===== src/rtl/bnet_pkg.sv =====
package bnet_pkg;
  localparam int N_NODES = 8;
  localparam int IDX_W   = $clog2(N_NODES);
  localparam int STIM_W  = 2;
  localparam int LFSR_W  = 16;
  localparam int PICK_W  = 8;

  typedef logic [IDX_W-1:0]   idx_t;
  typedef logic [N_NODES-1:0] nvec_t;

  typedef enum logic [2:0] {
    PH_IDLE, PH_SHUF, PH_SEL, PH_EVAL, PH_WB, PH_ADV, PH_OUT, PH_FIN
  } phase_e;
endpackage


===== src/rtl/bnet_lfsr.sv =====
module bnet_lfsr #(
  parameter int W = 16,
  parameter logic [W-1:0] TAPS = 16'hB400
) (
  input  logic         clk,
  input  logic         rst_n,
  input  logic         load,
  input  logic [W-1:0] seed,
  input  logic         step,
  output logic [W-1:0] value
);
  logic [W-1:0] q;
  logic         fb;

  assign fb    = ^(q & TAPS);
  assign value = q;

  always_ff @(posedge clk) begin
    if (!rst_n)    q <= W'(1);
    else if (load) q <= (seed == '0) ? W'(1) : seed;
    else if (step) q <= {q[W-2:0], fb};
  end
endmodule


===== src/rtl/bnet_rules.sv =====
module bnet_rules
  import bnet_pkg::*;
(
  input  idx_t              node,
  input  nvec_t             cur,
  input  logic [STIM_W-1:0] stim,
  input  nvec_t             ko,
  output logic              nxt
);
  logic raw;

  always_comb begin
    case (node)
      idx_t'(0): raw = stim[0];
      idx_t'(1): raw = cur[0] & ~cur[7];
      idx_t'(2): raw = cur[1] | cur[3];
      idx_t'(3): raw = cur[2] & ~stim[1];
      idx_t'(4): raw = cur[1] & cur[2];
      idx_t'(5): raw = ~cur[4] | cur[6];
      idx_t'(6): raw = cur[5] & cur[3];
      default:   raw = cur[4] | (cur[6] & ~cur[0]);
    endcase
    nxt = raw & ~ko[node];
  end
endmodule


===== src/rtl/bnet_order.sv =====
module bnet_order
  import bnet_pkg::*;
(
  input  logic              clk,
  input  logic              rst_n,
  input  logic              init,
  input  logic              swap_en,
  input  idx_t              hi,
  input  logic [PICK_W-1:0] pick,
  input  idx_t              rd_pos,
  output idx_t              rd_node,
  output logic [N_NODES*IDX_W-1:0] perm_flat
);
  localparam int PROD_W = PICK_W + IDX_W + 1;

  idx_t perm_q [N_NODES];
  logic [PROD_W-1:0] prod;
  idx_t lo;

  assign prod    = PROD_W'(pick) * (PROD_W'(hi) + PROD_W'(1));
  assign lo      = idx_t'(prod >> PICK_W);
  assign rd_node = perm_q[rd_pos];

  for (genvar p = 0; p < N_NODES; p++) begin : g_slot
    always_ff @(posedge clk) begin
      if (!rst_n || init) perm_q[p] <= idx_t'(p);
      else if (swap_en) begin
        if (idx_t'(p) == hi)      perm_q[p] <= perm_q[lo];
        else if (idx_t'(p) == lo) perm_q[p] <= perm_q[hi];
      end
    end
    assign perm_flat[p*IDX_W +: IDX_W] = perm_q[p];
  end
endmodule


===== src/rtl/bnet_emu.sv =====
module bnet_emu
  import bnet_pkg::*;
#(
  parameter int ROUND_W = 8,
  parameter int SIM_W   = 10
) (
  input  logic               clk,
  input  logic               rst_n,
  input  logic               start,
  input  logic [LFSR_W-1:0]  cfg_seed,
  input  logic [ROUND_W-1:0] cfg_rounds,
  input  logic [SIM_W-1:0]   cfg_sims,
  input  logic [N_NODES-1:0] init_state,
  input  logic [STIM_W-1:0]  stim,
  input  logic [N_NODES-1:0] knockout,
  output logic               busy,
  output logic               done,
  output logic               res_valid,
  input  logic               res_ready,
  output logic [N_NODES-1:0] res_state
);
  localparam idx_t LAST = idx_t'(N_NODES - 1);

  phase_e             ph_q;
  nvec_t              state_q, init_q;
  idx_t               shuf_q, step_q, node_q;
  logic               nb_q;
  logic [ROUND_W-1:0] rounds_q, rnd_q;
  logic [SIM_W-1:0]   sims_q, sim_q;

  logic               accept;
  logic [LFSR_W-1:0]  lfsr_q;
  idx_t               rd_node;
  logic               rule_bit;
  logic [N_NODES*IDX_W-1:0] perm_flat;
  logic               wb_fire, eval_fire, round_end;

  assign accept    = (ph_q == PH_IDLE) && start;
  assign wb_fire   = (ph_q == PH_WB);
  assign eval_fire = (ph_q == PH_EVAL);
  assign round_end = (ph_q == PH_ADV) && (step_q == LAST);

  bnet_lfsr #(.W(LFSR_W)) u_lfsr (
    .clk(clk), .rst_n(rst_n), .load(accept), .seed(cfg_seed),
    .step(ph_q == PH_SHUF), .value(lfsr_q)
  );

  bnet_order u_order (
    .clk(clk), .rst_n(rst_n), .init(accept), .swap_en(ph_q == PH_SHUF),
    .hi(shuf_q), .pick(lfsr_q[PICK_W-1:0]), .rd_pos(step_q),
    .rd_node(rd_node), .perm_flat(perm_flat)
  );

  bnet_rules u_rules (
    .node(node_q), .cur(state_q), .stim(stim), .ko(knockout), .nxt(rule_bit)
  );

  always_ff @(posedge clk) begin
    if (!rst_n) begin
      ph_q     <= PH_IDLE;
      state_q  <= '0;
      init_q   <= '0;
      shuf_q   <= LAST;
      step_q   <= '0;
      node_q   <= '0;
      nb_q     <= 1'b0;
      rounds_q <= '0;
      rnd_q    <= '0;
      sims_q   <= '0;
      sim_q    <= '0;
    end else begin
      case (ph_q)
        PH_IDLE: if (start) begin
          init_q   <= init_state;
          state_q  <= init_state;
          rounds_q <= cfg_rounds;
          sims_q   <= cfg_sims;
          rnd_q    <= '0;
          sim_q    <= '0;
          shuf_q   <= LAST;
          step_q   <= '0;
          if (cfg_sims == '0)        ph_q <= PH_FIN;
          else if (cfg_rounds == '0) ph_q <= PH_OUT;
          else                       ph_q <= PH_SHUF;
        end
        PH_SHUF: begin
          if (shuf_q == idx_t'(1)) begin
            step_q <= '0;
            ph_q   <= PH_SEL;
          end else begin
            shuf_q <= shuf_q - idx_t'(1);
          end
        end
        PH_SEL: begin
          node_q <= rd_node;
          ph_q   <= PH_EVAL;
        end
        PH_EVAL: begin
          nb_q <= rule_bit;
          ph_q <= PH_WB;
        end
        PH_WB: begin
          state_q[node_q] <= nb_q;
          ph_q            <= PH_ADV;
        end
        PH_ADV: begin
          if (step_q == LAST) begin
            step_q <= '0;
            shuf_q <= LAST;
            rnd_q  <= rnd_q + ROUND_W'(1);
            ph_q   <= ((rnd_q + ROUND_W'(1)) == rounds_q) ? PH_OUT : PH_SHUF;
          end else begin
            step_q <= step_q + idx_t'(1);
            ph_q   <= PH_SEL;
          end
        end
        PH_OUT: if (res_ready) begin
          if ((sim_q + SIM_W'(1)) == sims_q) begin
            ph_q <= PH_FIN;
          end else begin
            sim_q   <= sim_q + SIM_W'(1);
            state_q <= init_q;
            rnd_q   <= '0;
            shuf_q  <= LAST;
            ph_q    <= (rounds_q == '0) ? PH_OUT : PH_SHUF;
          end
        end
        default: ph_q <= PH_IDLE;
      endcase
    end
  end

  assign busy      = (ph_q != PH_IDLE);
  assign done      = (ph_q == PH_FIN);
  assign res_valid = (ph_q == PH_OUT);
  assign res_state = state_q;
endmodule


===== config.mk =====
export PLATFORM = sky130hd
export DESIGN_NAME = bnet_emu
export DESIGN_NICKNAME = d
export VERILOG_FILES = /design/src/rtl/bnet_pkg.sv /design/src/rtl/bnet_lfsr.sv /design/src/rtl/bnet_rules.sv /design/src/rtl/bnet_order.sv /design/src/rtl/bnet_emu.sv
export SDC_FILE = /design/constraint.sdc
export NUM_CORES = 1
export LEC_CHECK = 0
export ABC_AREA = 1
export ABC_CLOCK_PERIOD_IN_PS = 5300
export BUFFER_PORTS_ARGS = -buffer_cell sky130_fd_sc_hd__buf_2
export CAP_MARGIN = 0
export CORE_ASPECT_RATIO = 1.75
export CORE_MARGIN = 8
export CORE_UTILIZATION = 45
export DETAILED_ROUTE_END_ITERATION = 8
export GPL_ROUTABILITY_DRIVEN = 0
export SYNTH_ARGS = -nofsm -noshare
export SYNTH_HDL_FRONTEND = slang
export SYNTH_SLANG_ARGS = --single-unit
export TNS_END_PERCENT = 10

===== constraint.sdc =====
create_clock -name clk -period 5.3 [get_ports clk]
set_input_delay 0.53 -clock clk [delete_from_list [all_inputs] [get_ports clk]]
set_output_delay 0.53 -clock clk [all_outputs]
set_load 0.02 [all_outputs]

### Word-level counts from Yosys, hierarchy flattened

Memory sizes are Yosys's and may differ from the RTL's. A register that Yosys moved wholly into a read port is not among the register bits.
Cells that the tools add are included.

* input port bits: 56
* register bits after elaboration: 78
* logic and storage cells: 249
* output and inout bits: 11
* memories kept: 1
* memory bits (writable): 24

* order comparisons: 2
* bitwise gates (word level): 30
* $add $sub $neg: 5
* equality and inequality tests: 37
* $mul: 1
* reductions and logical operators: 28
* mux-type cells: 134

Memory list
* u_order.perm_q: words 8, bits a word 3, read ports 3, clocked after memory_dff 2, write ports 8, line bnet_order.sv:16 `idx_t perm_q [N_NODES];`

Operators by type and width (count)
* 2-to-1 mux 3 bit: 35
* 2-to-1 mux 1 bit: 76
* 2-to-1 mux 8 bit: 7
* 2-to-1 mux 16 bit: 3
* one-hot mux 8 bit (3 select lines): 2
* 2-to-1 mux 10 bit: 3
* == test 3 bit, first input constant: 8
* == test 3 bit, second input constant: 8
* one-hot mux 3 bit (7 select lines): 1
* one-hot mux 10 bit (2 select lines): 1
* bitwise OR 1 bit: 19
* logical NOT 16 bit: 1
* logical NOT 8 bit: 2
* parity 16 bit: 1
* == test 2 x 3 -> 1 bit, first input constant: 4
* == test 3 x 2 -> 1 bit, second input constant: 4
* logical NOT 3 bit: 4
* multiplier 8 x 12 -> 11 bit: 1
* one-hot mux 3 bit (4 select lines): 1
* nonzero test 3 bit: 4
* adder 10 x 1 -> 10 bit, second input constant: 1
* == test 10 bit: 1
* logical NOT 10 bit: 1
* == test 3 x 1 -> 1 bit, second input constant: 3
* 27 further kinds: 46

### Depth between registers and ports, before layout

* depth after elaboration: 9
* depth in mapped cells: 24
* mapped depth without buffers: 22

### Cells and area by module

Synthesis repeated with hierarchy kept, for this count alone.

* cells, all modules: 1192
* area, all modules: 7891.3 µm²

By module, submodules not included
* bnet_emu: cells each 572, instances 1, seq. area each 1301.2 µm², area each 3734.8 µm²
* bnet_order: cells each 449, instances 1, seq. area each 720.7 µm², area each 3072.9 µm²
* bnet_lfsr: cells each 123, instances 1, seq. area each 320.3 µm², area each 883.3 µm²
* bnet_rules: cells each 48, instances 1, seq. area each 0.0 µm², area each 200.2 µm²

### Worst setup path after synthesis

Ideal clock, no wire load.

* path kind: register to register
* start: register shuf_q[0]
* end: memory u_order.perm_q[2][0] (netlist name) (enable)
* data required time: 4.994 ns
* path buffers: 2
* library setup time: 0.306 ns
* period minus slack after synthesis: 3.962 ns
* setup slack: 1.338 ns
* arrival time: 3.656 ns
* cell stages (with the launch flop): 21
* cell sequence: dfxtp_1 > inv_2 > ha_1 > buf_2 > nand2_1 > inv_1 > fa_1 > inv_1 > fa_1 > inv_1 > ha_1 > a21oi_1 > nand2_1 > a21oi_1 > nand2_1 > nand2_1 > nand2_1 > buf_2 > nor2_1 > nand3_1 > nand3_1

RTL lines
* from (decl): line bnet_emu.sv:26 `idx_t shuf_q, step_q, node_q;`
* from (signal assigned): line bnet_emu.sv:91 `shuf_q <= shuf_q - idx_t'(1);`
* to (decl): line bnet_order.sv:16

==> reports/summary.md <==
- 114 µm — Die X
- 3 — instance count along the most critical hold path
- 108 — CTS sink cnt
- 0 — Max Transition Viols Final
- 1413 — filler-free cell count of the finished design
- 6.66 µm² — mean instance size in the synthesized netlist
- 0 — final setup violation count
- 0 — GRT overflow
- 0 — proportion of synthesized flip-flops having asynchronous set or reset
- 457 — number of DRC markers in iteration 0
- 4.65 ns — minimum period implied by the final worst setup slack
- 0 — count of buffers added by post-CTS timing repair for setup
- 5.34 — mean number of vias per cell
- 19 — number of gates on the worst path with buffers counted
- flop — sort of element at the end of the critical path
- 0.221 — global router's overall resource usage
- 0 — number of cells upsized or downsized after cts
- 0.110 — fraction of final layout cells with drive strength greater than 1
- 1226 — syn_nets
- 0 — synth warn
- 24 — number of enable flip-flop cells after synthesis
- 0 — max-cap violations
- 8030 µm² — area post-placement
- 2 — Longest Clk Path Bufs
- 5.41 ns — worst endpoint required time
- adder cells — top cell family by delay on the critical path
- 0 — number of antenna violations at the first check in global routing
- 1271 — Final #Nets
- 10.2% — layout overhead on the synthesized area
- 7570 µm² — cell area after synthesis
- 0.332 — headroom to the max-slew limit
- 4 — buffering stage count on the worst path with inverters included
- 0.515 — switching part of the total power
- 16700 µm² — Std-Cell Core Area
- 0.54 ns — delay of the slowest cell on the worst path
- 0 — Hold Vio Cnt, Final
- 67 — total I/O pin count
- 64 — largest net degree at the start of global routing
- built — clock tree from TritonCTS
- 7500 — via count of the first global-routing pass
- input port to flop — hold crit path type
- 0.499 — Finished Core Util
- 0 ns — Setup Total Neg Slack
- 0 — remaining antenna violation count
- dfxtp_1 22%, nand2_1 13%, edfxtp_1 9.5% — biggest area contributors in the synthesized netlist
- 3.79 nW — cell leakage power
- completed — run status
- 0.36 ns — source-to-sink clock delay at the later pin of the worst-skew pair
- 547 nW/µm² — total power density per cell area
- 1397 — count of placed standard cells including taps
- 0.650 ns — worst-case setup slack after placement
- 4.76 ns — arrival time at the worst endpoint
- 0.647 ns — crit path setup slack, layout
- 0 — post-detailed-route DRC marker count
- 0.08 ns — Reg clk slew, reported paths
- nand2_1 — Most Frequent Cell on Critical Path
- 0.157 — relative contribution of the clock network to total power
- false — RSZ-0062 raised after global routing
- 0.555 — share of total power in combinational logic
- 1794 — Layout fillers
- 0 — quantity of hold-fixing buffers added after cts
- 0.418 ns — Hold WS
- 16.3 µm — detailed-route wire length per cell
- 8340 µm² — final standard cell area without fillers
- inv_1 -> ha_1 -> nor2_1 -> fa_1 -> inv_1 -> fa_1 -> inv_1 -> ha_1 -> a21oi_1 -> o21a_1 -> nand2_1 -> nand3_1 -> nand2_1 -> nand2_1 -> nand2_1 -> inv_1 -> nand3_1 -> nand2_1 -> a21oi_1 — cell chain of the critical path
- 66 — IO Port Bufs
- dfxtp_1 — flip-flop cell with the highest count after synthesis
- 7551 — number of vias in the routed layout
- 11 — Critical Path Fanout Max
- 21400 µm² — die area
- 2.21 mW — Power Internal
- 0.222 — area share of the largest cell type after synthesis
- flop to flop — type of the setup path with the least slack
- 0.288 — Reg power frac
- 0.453 — starting density of the core
- 19 — count of cells along the worst register-to-register path
- 215 MHz — maximum clock frequency
- 0.878 — final period utilization
- fa_1 — critical-path cell with the highest stage delay
- 253 x nand2_1, 151 x inv_1, 132 x nor2_1 — commonest cells after routing, fill and taps aside
- 50 — distinct cell type count of the synthesized netlist
- flop — type of origin of the critical path
- 18.2 mm — total half-perimeter wirelength after legalization and detailed placement
- nand2_1 — most common library cell in the layout ignoring fill and taps
- 23.1 mm — detailed-route wire length
- 9 — total CTS buffers
- 108 — #FFs+latches synth
- clkbuf_16 — buffer cell driving the clock tree root
- 0.0120 ns — Final Skew
- 1.00 ns — actual slew at the worst max-slew pin
- 4.56 mW — overall power of the completed layout
- 188 µm — chip height
- dfxtp_1 — post-synth top area cell
- 1136 — number of instances in the synthesized netlist
- 2.35 mW — switching power
- 37.6 mm — first-pass GRT wire length
- 63 — placement row count
- 0 — number of antenna diodes
- 5 — count of TritonRoute iterations in the first routing pass
- 0.394 mV — peak supply drop
- 0.317 — post-synthesis sequential area ratio
- 3 — total number of H-tree levels
[power groups by stage]
stage / registers [mW] / clock network [mW] / logic [mW]
4_1_cts: 1.31 / 0.725 / 2.53
5_1_grt: 1.35 / 0.758 / 2.88
3_5_place_dp: 1.33 / 0 / 2.52
3_3_place_gp: 1.32 / 0 / 2.52
2_1_floorplan: 1.26 / 0 / 1.91
6_report: 1.31 / 0.715 / 2.53
[state kept, by name (all words and copies together), names as in the netlist, named ones only]
name and cells:
step_q 3, node_q 3, rounds_q 8, sim_q 10, ph_q 3, u_lfsr.value 16, nb_q 1, init_q 8
u_order.perm_q 24, sims_q 10, rnd_q 8, shuf_q 3, res_state 8
[synth_stat cells (2+ instances only)]
cell and number:
a211oi_1 6, dfxtp_1 84, o221ai_1 9, a21oi_1 87, nor2_4 5, nand4_1 21, o21ai_1 20, inv_1 151
xor2_1 3, nand3_2 5, o21ai_0 87, nor3_1 10, nor2_1 132, buf_6 2, a21oi_2 5, nand2_4 2
o211ai_1 15, clkbuf_1 24, inv_2 6, nand3_1 90, edfxtp_1 24, a22oi_1 2, nand2_2 11, buf_4 2
ha_1 23, fa_1 11, nand2_1 253, buf_2 6, nor2_2 3, nor3_2 3, nand3b_1 3, xnor2_1 6
nor4_1 8
[routing by layer]
layer	up-vias	share of wire	global-route usage
li1	3848	-	-
met1	3480	0.37	0.221
met2	167	0.56	0.432
met3	56	0.027	0.0290
met4	0	0.042	0.102
met5	-	0	0
[worst paths after layout]
path,slack (ns),end,startpoint
setup / recovery,0.65,u_order.perm_q[6][1],shuf_q[2]
hold reg to reg,0.46,init_q[1],init_q[1]
setup reg to reg,0.65,u_order.perm_q[6][1],shuf_q[2]
hold / removal,0.42,u_lfsr.value[12],cfg_seed[12]
[logic make-up after synthesis]
kind of cell	share of synthesized area
xor+xnor	0.0104
buf+inv	0.102
compound gates	0.176
simple gates	0.327
fa+ha+maj	0.0671
flops	0.317
[cell type report]
class,instances,area (µm²),share of cell area
sequential,108,2400,0.288
clock inverter,6,68.8,0.00825
timing repair buffer,69,353,0.0423
multi-input combinational,834,4390,0.527
inverter,159,599,0.0719
clock buffer,10,239,0.0287
tap,227,284,0.0341
[worst min-delay path: cells and delay by family]
kind	cells	cell delay (ns)
buffers and inverters	1	0.09
and+or+nand+nor	2	0.13
Power figures use the tool's default switching activity.
